===== src/rtl/rec_oldest_sel.sv =====
module rec_oldest_sel #(
  parameter int unsigned NSTG  = 5,
  parameter int unsigned IDX_W = $clog2(NSTG)
) (
  input  logic             clk,
  input  logic             rst_n,
  input  logic [NSTG-1:0]  hit_i,
  output logic             any_o,
  output logic [IDX_W-1:0] idx_o,
  output logic [NSTG-1:0]  oh_o
);
  // Highest index wins: later loop iterations overwrite earlier ones.
  always_comb begin
    idx_o = '0;
    oh_o  = '0;
    for (int s = 0; s < NSTG; s++) begin
      if (hit_i[s]) begin
        idx_o = IDX_W'(s);
        oh_o  = '0;
        oh_o[s] = 1'b1;
      end
    end
  end
  assign any_o = |hit_i;

  a_r5_single_pick : assert property (@(posedge clk) disable iff (!rst_n)
    $onehot0(oh_o));
  a_r5_pick_is_hit : assert property (@(posedge clk) disable iff (!rst_n)
    any_o |-> hit_i[idx_o]);
endmodule


===== src/rtl/rec_flush_ctl.sv =====
module rec_flush_ctl #(
  parameter int unsigned NSTG  = 5,
  parameter int unsigned IDX_W = $clog2(NSTG),
  parameter int unsigned TAG_W = 6,
  parameter int unsigned PC_W  = 16
) (
  input  logic              clk,
  input  logic              rst_n,
  input  logic              any_i,
  input  logic [IDX_W-1:0]  idx_i,
  input  logic [NSTG*TAG_W-1:0] tag_i,
  input  logic [NSTG*PC_W-1:0]  pc_i,
  output logic              flush_o,
  output logic [TAG_W-1:0]  tag_o,
  output logic [PC_W-1:0]   pc_o,
  output logic [NSTG-1:0]   squash_o
);
  logic [NSTG-1:0] squash_d;

  always_comb begin
    for (int k = 0; k < NSTG; k++)
      squash_d[k] = any_i && (IDX_W'(k) <= idx_i);
  end

  // Registered so the redirect address is stable for the whole flush cycle.
  always_ff @(posedge clk or negedge rst_n) begin
    if (!rst_n) begin
      flush_o  <= 1'b0;
      tag_o    <= '0;
      pc_o     <= '0;
      squash_o <= '0;
    end else begin
      flush_o  <= any_i;
      squash_o <= squash_d;
      if (any_i) begin
        tag_o <= tag_i[idx_i*TAG_W +: TAG_W];
        pc_o  <= pc_i[idx_i*PC_W +: PC_W];
      end
    end
  end

  a_r6_quiet_mask : assert property (@(posedge clk) disable iff (!rst_n)
    !flush_o |-> (squash_o == '0));
  a_r6_from_fetch : assert property (@(posedge clk) disable iff (!rst_n)
    flush_o |-> (squash_o[0] && (((squash_o + 1'b1) & squash_o) == '0)));
endmodule


===== src/rtl/rec_local_track.sv =====
module rec_local_track #(
  parameter int unsigned NSTG = 5
) (
  input  logic            clk,
  input  logic            rst_n,
  input  logic [NSTG-1:0] hit_i,
  input  logic            flush_i,
  input  logic [NSTG-1:0] squash_i,
  output logic [NSTG-1:0] bub_o,
  output logic [NSTG-1:0] rec_o
);
  logic [NSTG-1:0] kill;
  logic [NSTG-1:0] bub_d;
  logic [NSTG-1:0] rec_d;

  assign kill = squash_i & {NSTG{flush_i}};

  // Bubbles move toward writeback, recover moves toward fetch.
  assign bub_d[0]      = 1'b0;
  assign rec_d[NSTG-1] = hit_i[NSTG-1];
  for (genvar s = 0; s < NSTG - 1; s++) begin : g_hop
    assign bub_d[s+1] = (hit_i[s] | bub_o[s]) & ~kill[s];
    assign rec_d[s]   = hit_i[s] | rec_o[s+1];

    a_r2_bubble_moves : assert property (@(posedge clk) disable iff (!rst_n)
      (bub_o[s] && !kill[s]) |=> bub_o[s+1]);
    a_r9_bubble_killed : assert property (@(posedge clk) disable iff (!rst_n)
      (kill[s] && !hit_i[s]) |=> !bub_o[s+1]);
    a_r3_recover_hop : assert property (@(posedge clk) disable iff (!rst_n)
      rec_o[s+1] |=> rec_o[s]);
  end

  always_ff @(posedge clk or negedge rst_n) begin
    if (!rst_n) begin
      bub_o <= '0;
      rec_o <= '0;
    end else begin
      bub_o <= bub_d;
      rec_o <= rec_d;
    end
  end
endmodule


===== src/rtl/pipe_err_recovery.sv =====
module pipe_err_recovery #(
  parameter int unsigned NSTG  = 5,
  parameter int unsigned TAG_W = 6,
  parameter int unsigned PC_W  = 16
) (
  input  logic                  clk,
  input  logic                  rst_n,
  input  logic [NSTG-1:0]       stg_valid_i,
  input  logic [NSTG-1:0]       stg_err_i,
  input  logic [NSTG*TAG_W-1:0] stg_tag_i,
  input  logic [NSTG*PC_W-1:0]  stg_pc_i,
  output logic [NSTG-1:0]       bubble_o,
  output logic [NSTG-1:0]       recover_o,
  output logic [NSTG-1:0]       squash_o,
  output logic                  flush_o,
  output logic [TAG_W-1:0]      flush_tag_o,
  output logic [PC_W-1:0]       redirect_pc_o,
  output logic                  commit_o
);
  localparam int unsigned IDX_W = $clog2(NSTG);
  localparam int unsigned LAST  = NSTG - 1;

  logic [NSTG-1:0]  live;
  logic [NSTG-1:0]  hit;
  logic             any_hit;
  logic [IDX_W-1:0] pick_idx;
  logic [NSTG-1:0]  pick_oh;

  // A stage counts only if it holds a real instruction not already doomed.
  assign live = stg_valid_i & ~bubble_o & ~(squash_o & {NSTG{flush_o}});
  assign hit  = stg_err_i & live;

  rec_oldest_sel #(.NSTG(NSTG), .IDX_W(IDX_W)) u_sel (
    .clk   (clk),
    .rst_n (rst_n),
    .hit_i (hit),
    .any_o (any_hit),
    .idx_o (pick_idx),
    .oh_o  (pick_oh)
  );

  rec_flush_ctl #(.NSTG(NSTG), .IDX_W(IDX_W), .TAG_W(TAG_W), .PC_W(PC_W)) u_flush (
    .clk      (clk),
    .rst_n    (rst_n),
    .any_i    (any_hit),
    .idx_i    (pick_idx),
    .tag_i    (stg_tag_i),
    .pc_i     (stg_pc_i),
    .flush_o  (flush_o),
    .tag_o    (flush_tag_o),
    .pc_o     (redirect_pc_o),
    .squash_o (squash_o)
  );

  rec_local_track #(.NSTG(NSTG)) u_track (
    .clk      (clk),
    .rst_n    (rst_n),
    .hit_i    (hit),
    .flush_i  (flush_o),
    .squash_i (squash_o),
    .bub_o    (bubble_o),
    .rec_o    (recover_o)
  );

  // Only clean writeback work may update architectural state.
  assign commit_o = live[LAST] & ~stg_err_i[LAST];

  a_r8_no_bubble_commit : assert property (@(posedge clk) disable iff (!rst_n)
    (bubble_o[LAST] || stg_err_i[LAST]) |-> !commit_o);
  a_r4_flush_follows : assert property (@(posedge clk) disable iff (!rst_n)
    any_hit |=> flush_o);
  a_r4_flush_cause : assert property (@(posedge clk) disable iff (!rst_n)
    $rose(flush_o) |-> $past(|(stg_err_i & stg_valid_i)));
  a_r5_oldest_squashed : assert property (@(posedge clk) disable iff (!rst_n)
    any_hit |=> squash_o[$past(pick_idx)]);
  a_r1_quiet_start : assert property (@(posedge clk) disable iff (!rst_n)
    $rose(rst_n) |-> (!flush_o && bubble_o == '0));
endmodule


===== config.mk =====
export PLATFORM = sky130hd
export DESIGN_NAME = pipe_err_recovery
export DESIGN_NICKNAME = d
export VERILOG_FILES = /design/src/rtl/rec_oldest_sel.sv /design/src/rtl/rec_flush_ctl.sv /design/src/rtl/rec_local_track.sv /design/src/rtl/pipe_err_recovery.sv
export SDC_FILE = /design/constraint.sdc
export NUM_CORES = 1
export LEC_CHECK = 0
export ABC_AREA = 1
export BUFFER_PORTS_ARGS = -buffer_cell sky130_fd_sc_hd__buf_2
export CAP_MARGIN = 5
export CORE_MARGIN = 5
export CORE_UTILIZATION = 30
export DETAILED_ROUTE_END_ITERATION = 16
export PLACE_DENSITY = 0.58
export SYNTH_ARGS = -nofsm -noshare
export SYNTH_HDL_FRONTEND = slang
export SYNTH_HIERARCHICAL = 1
export SYNTH_SLANG_ARGS = --single-unit

===== constraint.sdc =====
create_clock -name clk -period 3.25 [get_ports clk]
set_clock_uncertainty 0.1 [all_clocks]
set_input_delay 0.1625 -clock clk [delete_from_list [all_inputs] [get_ports clk]]
set_output_delay 0.1625 -clock clk [all_outputs]
set_load 0.01 [all_outputs]

After elaboration in Yosys (flattened, before gate mapping)
Index checks and enable logic that the tools add are counted.

word-level totals
  latch bits = 0
  ROM bits = 0
  register bits after elaboration = 37
  memory bits (writable) = 0
  output and inout bits = 39
  memories kept = 0
  logic and storage cells = 47
  input bits = 122

operators by class
  $add $sub $neg = 0
  shift-type cells = 2
  div/mod/pow operators = 0
  magnitude comparators = 5
  equality and inequality tests = 0
  multipliers = 1
  reductions and logical operators = 6
  mux-type cells = 4
  bitwise operators = 23

operators with widths
  cell                 number
  $shiftx 80x8->16     1
  $shiftx 30x7->6      1
  $and 5x5->5          4
  $not 5->5            2
  $or 1x1->1           7
  $le 1x3->1 const A   2
  $le 2x3->1 const A   2
  $and 1x1->1          5
  $logic_and 1x1->1    5
  $mul 3x2->5 const B  1
  $not 1->1            5
  $reduce_or 5->1      1
  $mux 2               2
  $le 3x3->1 const A   1
  $mux 3               1
  $mux 1               1

Longest topological paths before layout
Gate-level depths: netlist of the first run.

  word-level depth = 10
  depth in mapped cells = 13
  gate-level depth less buffers = 12

Hierarchy
The synthesis of the first run kept the hierarchy.

by module, submodules not included
  module             area an instance (um^2)  seq. area each (um^2)  cells an instance  times used
  rec_flush_ctl      2484.9                   700.7                  437                1
  rec_local_track    314.1                    225.2                  28                 1
  rec_oldest_sel     80.1                     0.0                    17                 1
  pipe_err_recovery  78.8                     0.0                    18                 1

Worst setup path before layout of the first run
OpenSTA, ideal clock, no wires.

  path kind = register to register
  start = register u_flush.flush_o
  end = register u_flush.pc_o[0]
  path slack = 1.210 ns
  path buffers = 1
  setup time = 0.120 ns
  clock period less this slack = 2.040 ns
  cell stages (with the launch flop) = 14
  arrival time = 1.821 ns
  data required time = 3.030 ns
  cells stage by stage = dfrtp_1 nand2_1 nand3_2 nor2_1 inv_1 nand3_1 nand2_1 inv_2 clkbuf_1 nand2_1 nand3_1 nand2_1 nand2_1 a21oi_2

on the way
  elaborated cells on any way between the ends = 10
  classes of those cells = 1 x shift; 4 x mux; 4 x bitwise; 1 x reduce/logical

RTL lines
  element                 RTL line                 RTL
  start, declared         rec_flush_ctl.sv:13      output logic flush_o,
  start signal, assigned  rec_flush_ctl.sv:33      flush_o <= any_i;
  $and 5x5->5             -
  $not 5->5               pipe_err_recovery.sv:30  assign live = stg_valid_i & ~bubble_o & ~(squash_o & {NSTG{flush_o}});
  $and 5x5->5             pipe_err_recovery.sv:30
  $and 5x5->5             pipe_err_recovery.sv:31  assign hit = stg_err_i & live;
  named net hit[4]        pipe_err_recovery.sv:24  logic [NSTG-1:0] hit;
  $mux 3                  rec_oldest_sel.sv:17     if (hit_i[s]) begin
  named net pick_idx[0]   pipe_err_recovery.sv:26  logic [IDX_W-1:0] pick_idx;
  $shiftx 80x8->16        rec_flush_ctl.sv:37      pc_o <= pc_i[idx_i*PC_W +: PC_W];
  end signal, assigned    rec_flush_ctl.sv:37
  end, declared           rec_flush_ctl.sv:15      output logic [PC_W-1:0] pc_o,

The timed path passes the listed nets, and every way through them passes these cells.
A chain may end at the register's enable or synchronous reset.

Worst setup path in the final report of the first run
  start = register u_flush.flush_o
  end = register u_flush.pc_o[14]

The elaborated chain is that of the path after synthesis.

==> results of run 1 <==
per-layer routing:
metal	track usage, %	vias to the layer above	wire length [um]
li1	-	1723	-
met1	19.8	1441	4130
met2	26.8	109	4540
met3	1.18	15	469
met4	5.77	0	213
met5	0	-	0
tightest hold or removal path, delay by kind of cell:
family	cells	cell delay (ns)
buf+inv	2	0.16
simple gates	2	0.12
compound gates	1	0.05
placed cells by master (no fill, tap or decap), types with 2 or more instances in the layout:
cell type and count:
nand3_1 70, nor2_2 3, nand2_1 164, a21oi_2 19
nor2_1 34, dfrtp_1 37, clkinv_2 2, nand3_2 3
buf_4 4, inv_2 2, a21oi_1 5, inv_1 120
or2_1 4, buf_2 159, clkbuf_8 5
per-stage QoR:
| step | instances | util, % | setup WS, ns | hold WS [ns] |
|---|---|---|---|---|
| 3_3_place_gp | 762 | 39.1 | 0.928 | 0.221 |
| 5_1_grt | 771 | 40.1 | 0.616 | 0.137 |
| 2_1_floorplan | 493 | - | 1.31 | -0.233 |
| 3_5_place_dp | 762 | 39.1 | 0.872 | 0.214 |
| 4_1_cts | 771 | 40.1 | 0.838 | 0.123 |
| 6_report | 771 | 40.1 | 0.880 | 0.134 |
layout make-up:
cell class              count  area [um2]
fillers                  1081        5780
multi-input cells         307        1400
flip-flops and latches     37         926
repair buffers            164         836
inverters                 122         458
well taps                 133         166
clock buffers               6        72.6
clock inverters             2        10.0
state kept, by name, summed over array words and instances, names as in the netlist:
signal / flops
u_track/bub_o: 4
u_track/rec_o: 5
u_flush/tag_o: 6
u_flush/pc_o: 16
u_flush/flush_o: 1
u_flush/squash_o: 5
worst paths after layout:
check                            startpoint  slack (ns)  depth (start not counted)                to
min in group asynchronous             rst_n        0.43                          2  u_flush/pc_o[13]
setup / recovery            u_flush/flush_o        0.88                         11  u_flush/pc_o[14]
max in group asynchronous             rst_n        2.08                          2  u_flush/pc_o[10]
setup reg to reg            u_flush/flush_o        0.88                         11  u_flush/pc_o[14]
hold reg to reg            u_track/rec_o[1]        0.36                          1  u_track/rec_o[0]
hold / removal                 stg_pc_i[65]        0.13                          5   u_flush/pc_o[1]
power by group through the flow:
stage | Clock [mW] | Combinational [mW] | Sequential (mW)
finish | 0.304 | 1.22 | 0.767
global route | 0.341 | 1.37 | 0.791
CTS | 0.316 | 1.23 | 0.771
detailed placement | 0 | 1.23 | 0.780
global placement | 0 | 1.22 | 0.777
floorplan | 0 | 0.735 | 0.842
timing repair:
action	4_1_cts	5_1_grt
setup buffers	0	0
endpoints found under the hold margin	37	0
hold buffers	1	0
==> results_dict.tcl, run 1 <==
set metrics [dict create \
    via_per_inst 4.26 \
    grt_setup_unrepaired "false" \
    core_area_um2 9640 \
    tightest_slew_ns 0.850 \
    p_switching_mw 1.04 \
    slew_headroom_pct 43.3 \
    grt_pass1_wl_um 14700 \
    final_max_slew_viol_count 0 \
    hold_violations 0 \
    antenna_found_initial 0 \
    cts_max_level 2 \
    p_per_area_nw_per_um2 593 \
    wl_per_cell_um 12.1 \
    start_util_pct 30.3 \
    cts_inserted_buffers 5 \
    cts_root_buf "clkbuf_8" \
    syn_to_final_growth_pct 32.1 \
    sw_frac_of_total_pct 45.3 \
    ant_nets 0 \
    dr.pass1.iters 5 \
    rows 36 \
    drt_iter0_drc 172 \
    cp_common_cell "nand2_1" \
    cp-end-kind "flop" \
    io_pins 161 \
    post_dp_cell_area_um2 3770 \
    n_antenna_cell 0 \
    tns_ns 0 \
    cp_slowest_cell "dfrtp_1" \
    io_buffers 159 \
    grt_max_degree 45 \
    grt_usage_pct 15.4 \
    p_int_mw 1.25 \
    status "complete, no violations" \
    cts_tree "done" \
    crit_type "reg -> reg" \
    path_delay_family "buffers and inverters" \
    avgSynthCellArea_um2 5.93 \
    crit_chain "nand2_1 -> nand3_2 -> nor2_2 -> buf_4 -> nor2_2 -> buf_4 -> inv_2 -> nand3_1 -> nand2_1 -> nand2_1 -> a21oi_2" \
    path_buf_inv 3 \
    drc 0 \
    fp.dieW_um 109 \
    worstPathMaxFanout 26 \
    critPathLaunchType "flop" \
    postSynthCellCount 493 \
    p_leak_nw 2.51 \
    cts_resized 0 \
    max_freq_mhz 422 \
    hp-class "in -> reg" \
    clockPowerShare_pct 13.3 \
    clock_path_buffers 2 \
    grt_pass1_vias 3253 \
    crit_path_max_incr_delay_ns 0.48 \
    arrival_ns 2.49 \
    cts_sinks 37 \
    cap_violations 0 \
    period_share_pct 72.9 \
    totalWireLength_um 9360 \
    dpl.hpwl_um 7560 \
    insertion_delay_ns 0.28 \
    syn-num-nets 615 \
    finish.instance_area_um2 3860 \
    die_area_um2 11800 \
    place.gp.congestion 0.910 \
    ir_worst_vdd_v 0.000200 \
    required_ns 3.37 \
    die_h_um 109 \
    netlist_area_um2 2920 \
    ys_warn_count 6 \
    cts.clk_slew.worst_paths_ns 0.07 \
    p_comb_share_pct 53.3 \
    vias 3288 \
    nNetsFinal 759 \
    finalSetupViolations 0 \
    gr-total-overflow 0 \
    pwr-share-seq_pct 33.5 \
    layout-drive-gt1-share_pct 31.2 \
    fin_crit_ns 2.37 \
    p_total_mw 2.29 \
]
Power figures use the tool's default switching activity.
==> inputs of run 2 (changes only) <==
--- a/config.mk
+++ b/config.mk
@@ -5,13 +5,13 @@
 export SDC_FILE = /design/constraint.sdc
 export NUM_CORES = 1
 export LEC_CHECK = 0
-export ABC_AREA = 1
+export ABC_AREA = 0
 export BUFFER_PORTS_ARGS = -buffer_cell sky130_fd_sc_hd__buf_2
 export CAP_MARGIN = 5
 export CORE_MARGIN = 5
 export CORE_UTILIZATION = 30
 export DETAILED_ROUTE_END_ITERATION = 16
-export PLACE_DENSITY = 0.58
+export PLACE_DENSITY = 0.63
 export SYNTH_ARGS = -nofsm -noshare
 export SYNTH_HDL_FRONTEND = slang
 export SYNTH_HIERARCHICAL = 1
==> constraint.sdc (replaced) <==
create_clock -name clk -period 2.2 [get_ports clk]
set_clock_uncertainty 0.1 [all_clocks]
set_input_delay 0.11 -clock clk [delete_from_list [all_inputs] [get_ports clk]]
set_output_delay 0.11 -clock clk [all_outputs]
set_load 0.01 [all_outputs]
==> run 2 against run 1 <==
Effect of this change:
- the run now ends with negative setup slack left
- clock power up 52%
- die area is 25% lower
- wire length decreased by 8.7%
- combinational power grew 72%
- setup slack worse by 1.1 ns
- synthesized area decreased by 27%
- non-clock buffer count up 69
- count of clock-buffer cells in the layout stayed put
- sequential share of layout area fell by 0.61 points
- power grew 61%
- first-iteration DRC count shrank 58%
- cell count decreased by 35%
- critical path type unchanged
- largest power group unchanged
==> results_dict.tcl, run 2 <==
set metrics [dict create \
    cp-end-kind "flop" \
    drc 0 \
    crit_type "reg -> reg" \
    avgSynthCellArea_um2 12.0 \
    io_pins 161 \
    final_max_slew_viol_count 0 \
    fp.dieW_um 94.3 \
    slew_headroom_pct 43.8 \
    via_per_inst 4.76 \
    postSynthCellCount 178 \
    setup_ws_ns -0.183 \
    die_h_um 94.3 \
    violations "negative setup slack" \
    min_from "stg_pc_i[0]" \
    cts_inserted_buffers 5 \
    required_ns 2.27 \
    critPathLaunchType "flop" \
    drt_iter0_drc 72 \
    p_leak_nw 1.99 \
    grt_max_degree 38 \
    pre_cts_slack_ns -0.196 \
    dr.pass1.iters 4 \
    ant_nets 0 \
    period_share_pct 108 \
    r2r_end "u_flush/pc_o[10]" \
    status "finished with violations" \
    syn-num-nets 300 \
    hold_violations 0 \
    dpl.hpwl_um 5530 \
    wl_per_cell_um 17.0 \
    totalWireLength_um 8540 \
    cts_max_level 2 \
    whs_endpoint "u_flush/pc_o[0]" \
    top_register "u_flush/pc_o" \
    place.gp.congestion 0.781 \
    cts.clk_slew.worst_paths_ns 0.08 \
    cts_tree "done" \
    ys_warn_count 6 \
    io_buffers 159 \
    syn_to_final_growth_pct 86.1 \
    start_util_pct 31.1 \
    gr-total-overflow 0 \
    ir_worst_vdd_v 0.000365 \
    cts_root_buf "clkbuf_8" \
    worstReg2RegStart "u_flush/flush_o" \
    clock_path_buffers 2 \
    worstPathMaxFanout 7 \
    ff2ff_path_depth 9 \
    tightest_slew_ns 0.843 \
    grt_pass1_vias 2669 \
    fin_crit_ns 2.38 \
    cts_sinks 37 \
    grt_setup_unrepaired "true" \
    netlist_area_um2 2130 \
    hold_path_depth 4 \
    r2r_setup_slack_ns -0.18 \
    hp-class "in -> reg" \
    layout-drive-gt1-share_pct 64.0 \
    die_area_um2 8900 \
    finalSetupViolations 22 \
    insertion_delay_ns 0.29 \
    vias 2396 \
    max_freq_mhz 420 \
    arrival_ns 2.45 \
    antenna_found_initial 1 \
    fin_hold_ws_ns 0.111 \
    final_common_cell "buf_2" \
    grt_usage_pct 19.1 \
    cap_violations 0 \
    largest_reg_flops 16 \
    core_area_um2 6870 \
    grt_pass1_wl_um 13100 \
    reg_top3 "u_flush/pc_o (16), u_flush/tag_o (6)" \
    num-fill-cells 606 \
    layout_common_cells "buf_2, mux2i_1, dfrtp_1" \
    rows 30 \
    nNetsFinal 527 \
    p_per_area_nw_per_um2 929 \
]
-- run 2: cell types whose count changed in the layout (fill, tap and decap cells not counted), sizes merged, moves of 3 or more --
| cell | before | now |
|---|---|---|
| a211oi | 0 | 4 |
| a21oi | 24 | 1 |
| a221o | 0 | 22 |
| a2bb2oi | 0 | 3 |
| buf | 163 | 210 |
| dlygate4sd3 | 1 | 23 |
| inv | 122 | 3 |
| mux2i | 0 | 44 |
| nand2 | 165 | 7 |
| nand3 | 73 | 0 |
| nor2 | 38 | 2 |
| o22ai | 0 | 22 |
| or3b | 0 | 3 |
-- run 2: repair_timing --
action                                  4_1_cts  5_1_grt
buffers inserted                             24        1
endpoints found under the hold margin        59        0
resized for setup                            18       16
hold buffers                                 23        0
endpoints found under the setup margin       22       22
gates cloned                                  8        0
pin swaps                                    10        9
-- run 2: how the worst max path moves through the flow --
stage / start / end / cells after the start
after floorplan: u_flush/flush_o / u_flush/pc_o[10] / 8
after global placement: u_flush/flush_o / u_flush/pc_o[0] / 8
after detailed placement: u_flush/flush_o / u_flush/tag_o[0] / 6
after CTS: u_flush/flush_o / u_flush/tag_o[0] / 10
after global routing: u_flush/flush_o / u_flush/pc_o[10] / 9
final: u_flush/flush_o / u_flush/pc_o[10] / 9
-- run 2: cell type report --
class / instances / area, um2 / share of cell area [%]
timing repair buffer: 233 / 1600 / 40.4
multi-input combinational: 125 / 1220 / 30.8
sequential: 37 / 927 / 23.4
tap: 96 / 120 / 3.03
clock buffer: 6 / 72.6 / 1.83
inverter: 3 / 11.3 / 0.284
clock inverter: 2 / 10.0 / 0.252
antenna: 1 / 2.50 / 0.0630
-- run 2: worst max-delay path, cell delays in order, from the launching register on --
cell and delay, ns:
dfrtp_2 0.49, a211oi_4 0.35, nor2_2 0.09, nor2_4 0.18, buf_12 0.13, buf_12 0.11
buf_12 0.13, mux2i_1 0.26, o22ai_2 0.11, a221o_2 0.29
-- run 2: power breakdown --
group	switching, mW	total (mW)	internal (mW)
Combinational	0.924	2.10	1.18
Clock	0.243	0.463	0.220
Sequential	0.177	1.12	0.947
Total	1.34	3.69	2.34
-- run 2: layer usage --
metal  up-vias  routed length, um  GRT usage, %
li1       1165                  -             -
met1      1124               3280          22.0
met2        98               4460          34.8
met3         9                659          4.65
met4         0                142          5.29
met5         -                  0             0
-- run 2: through the flow --
step                      utilization [%]  setup TNS (ns)  instance area, um2  instances  power [mW]
final                                57.8           -2.19                3970        503        3.69
after floorplan                         -               0                2150        178        2.06
after detailed placement             45.6           -3.83                3140        439        2.71
after CTS                            56.8          -0.493                3910        502        3.64
after global placement               45.6           -2.68                3140        439        2.69
after global routing                 57.8           -4.47                3970        503        3.92
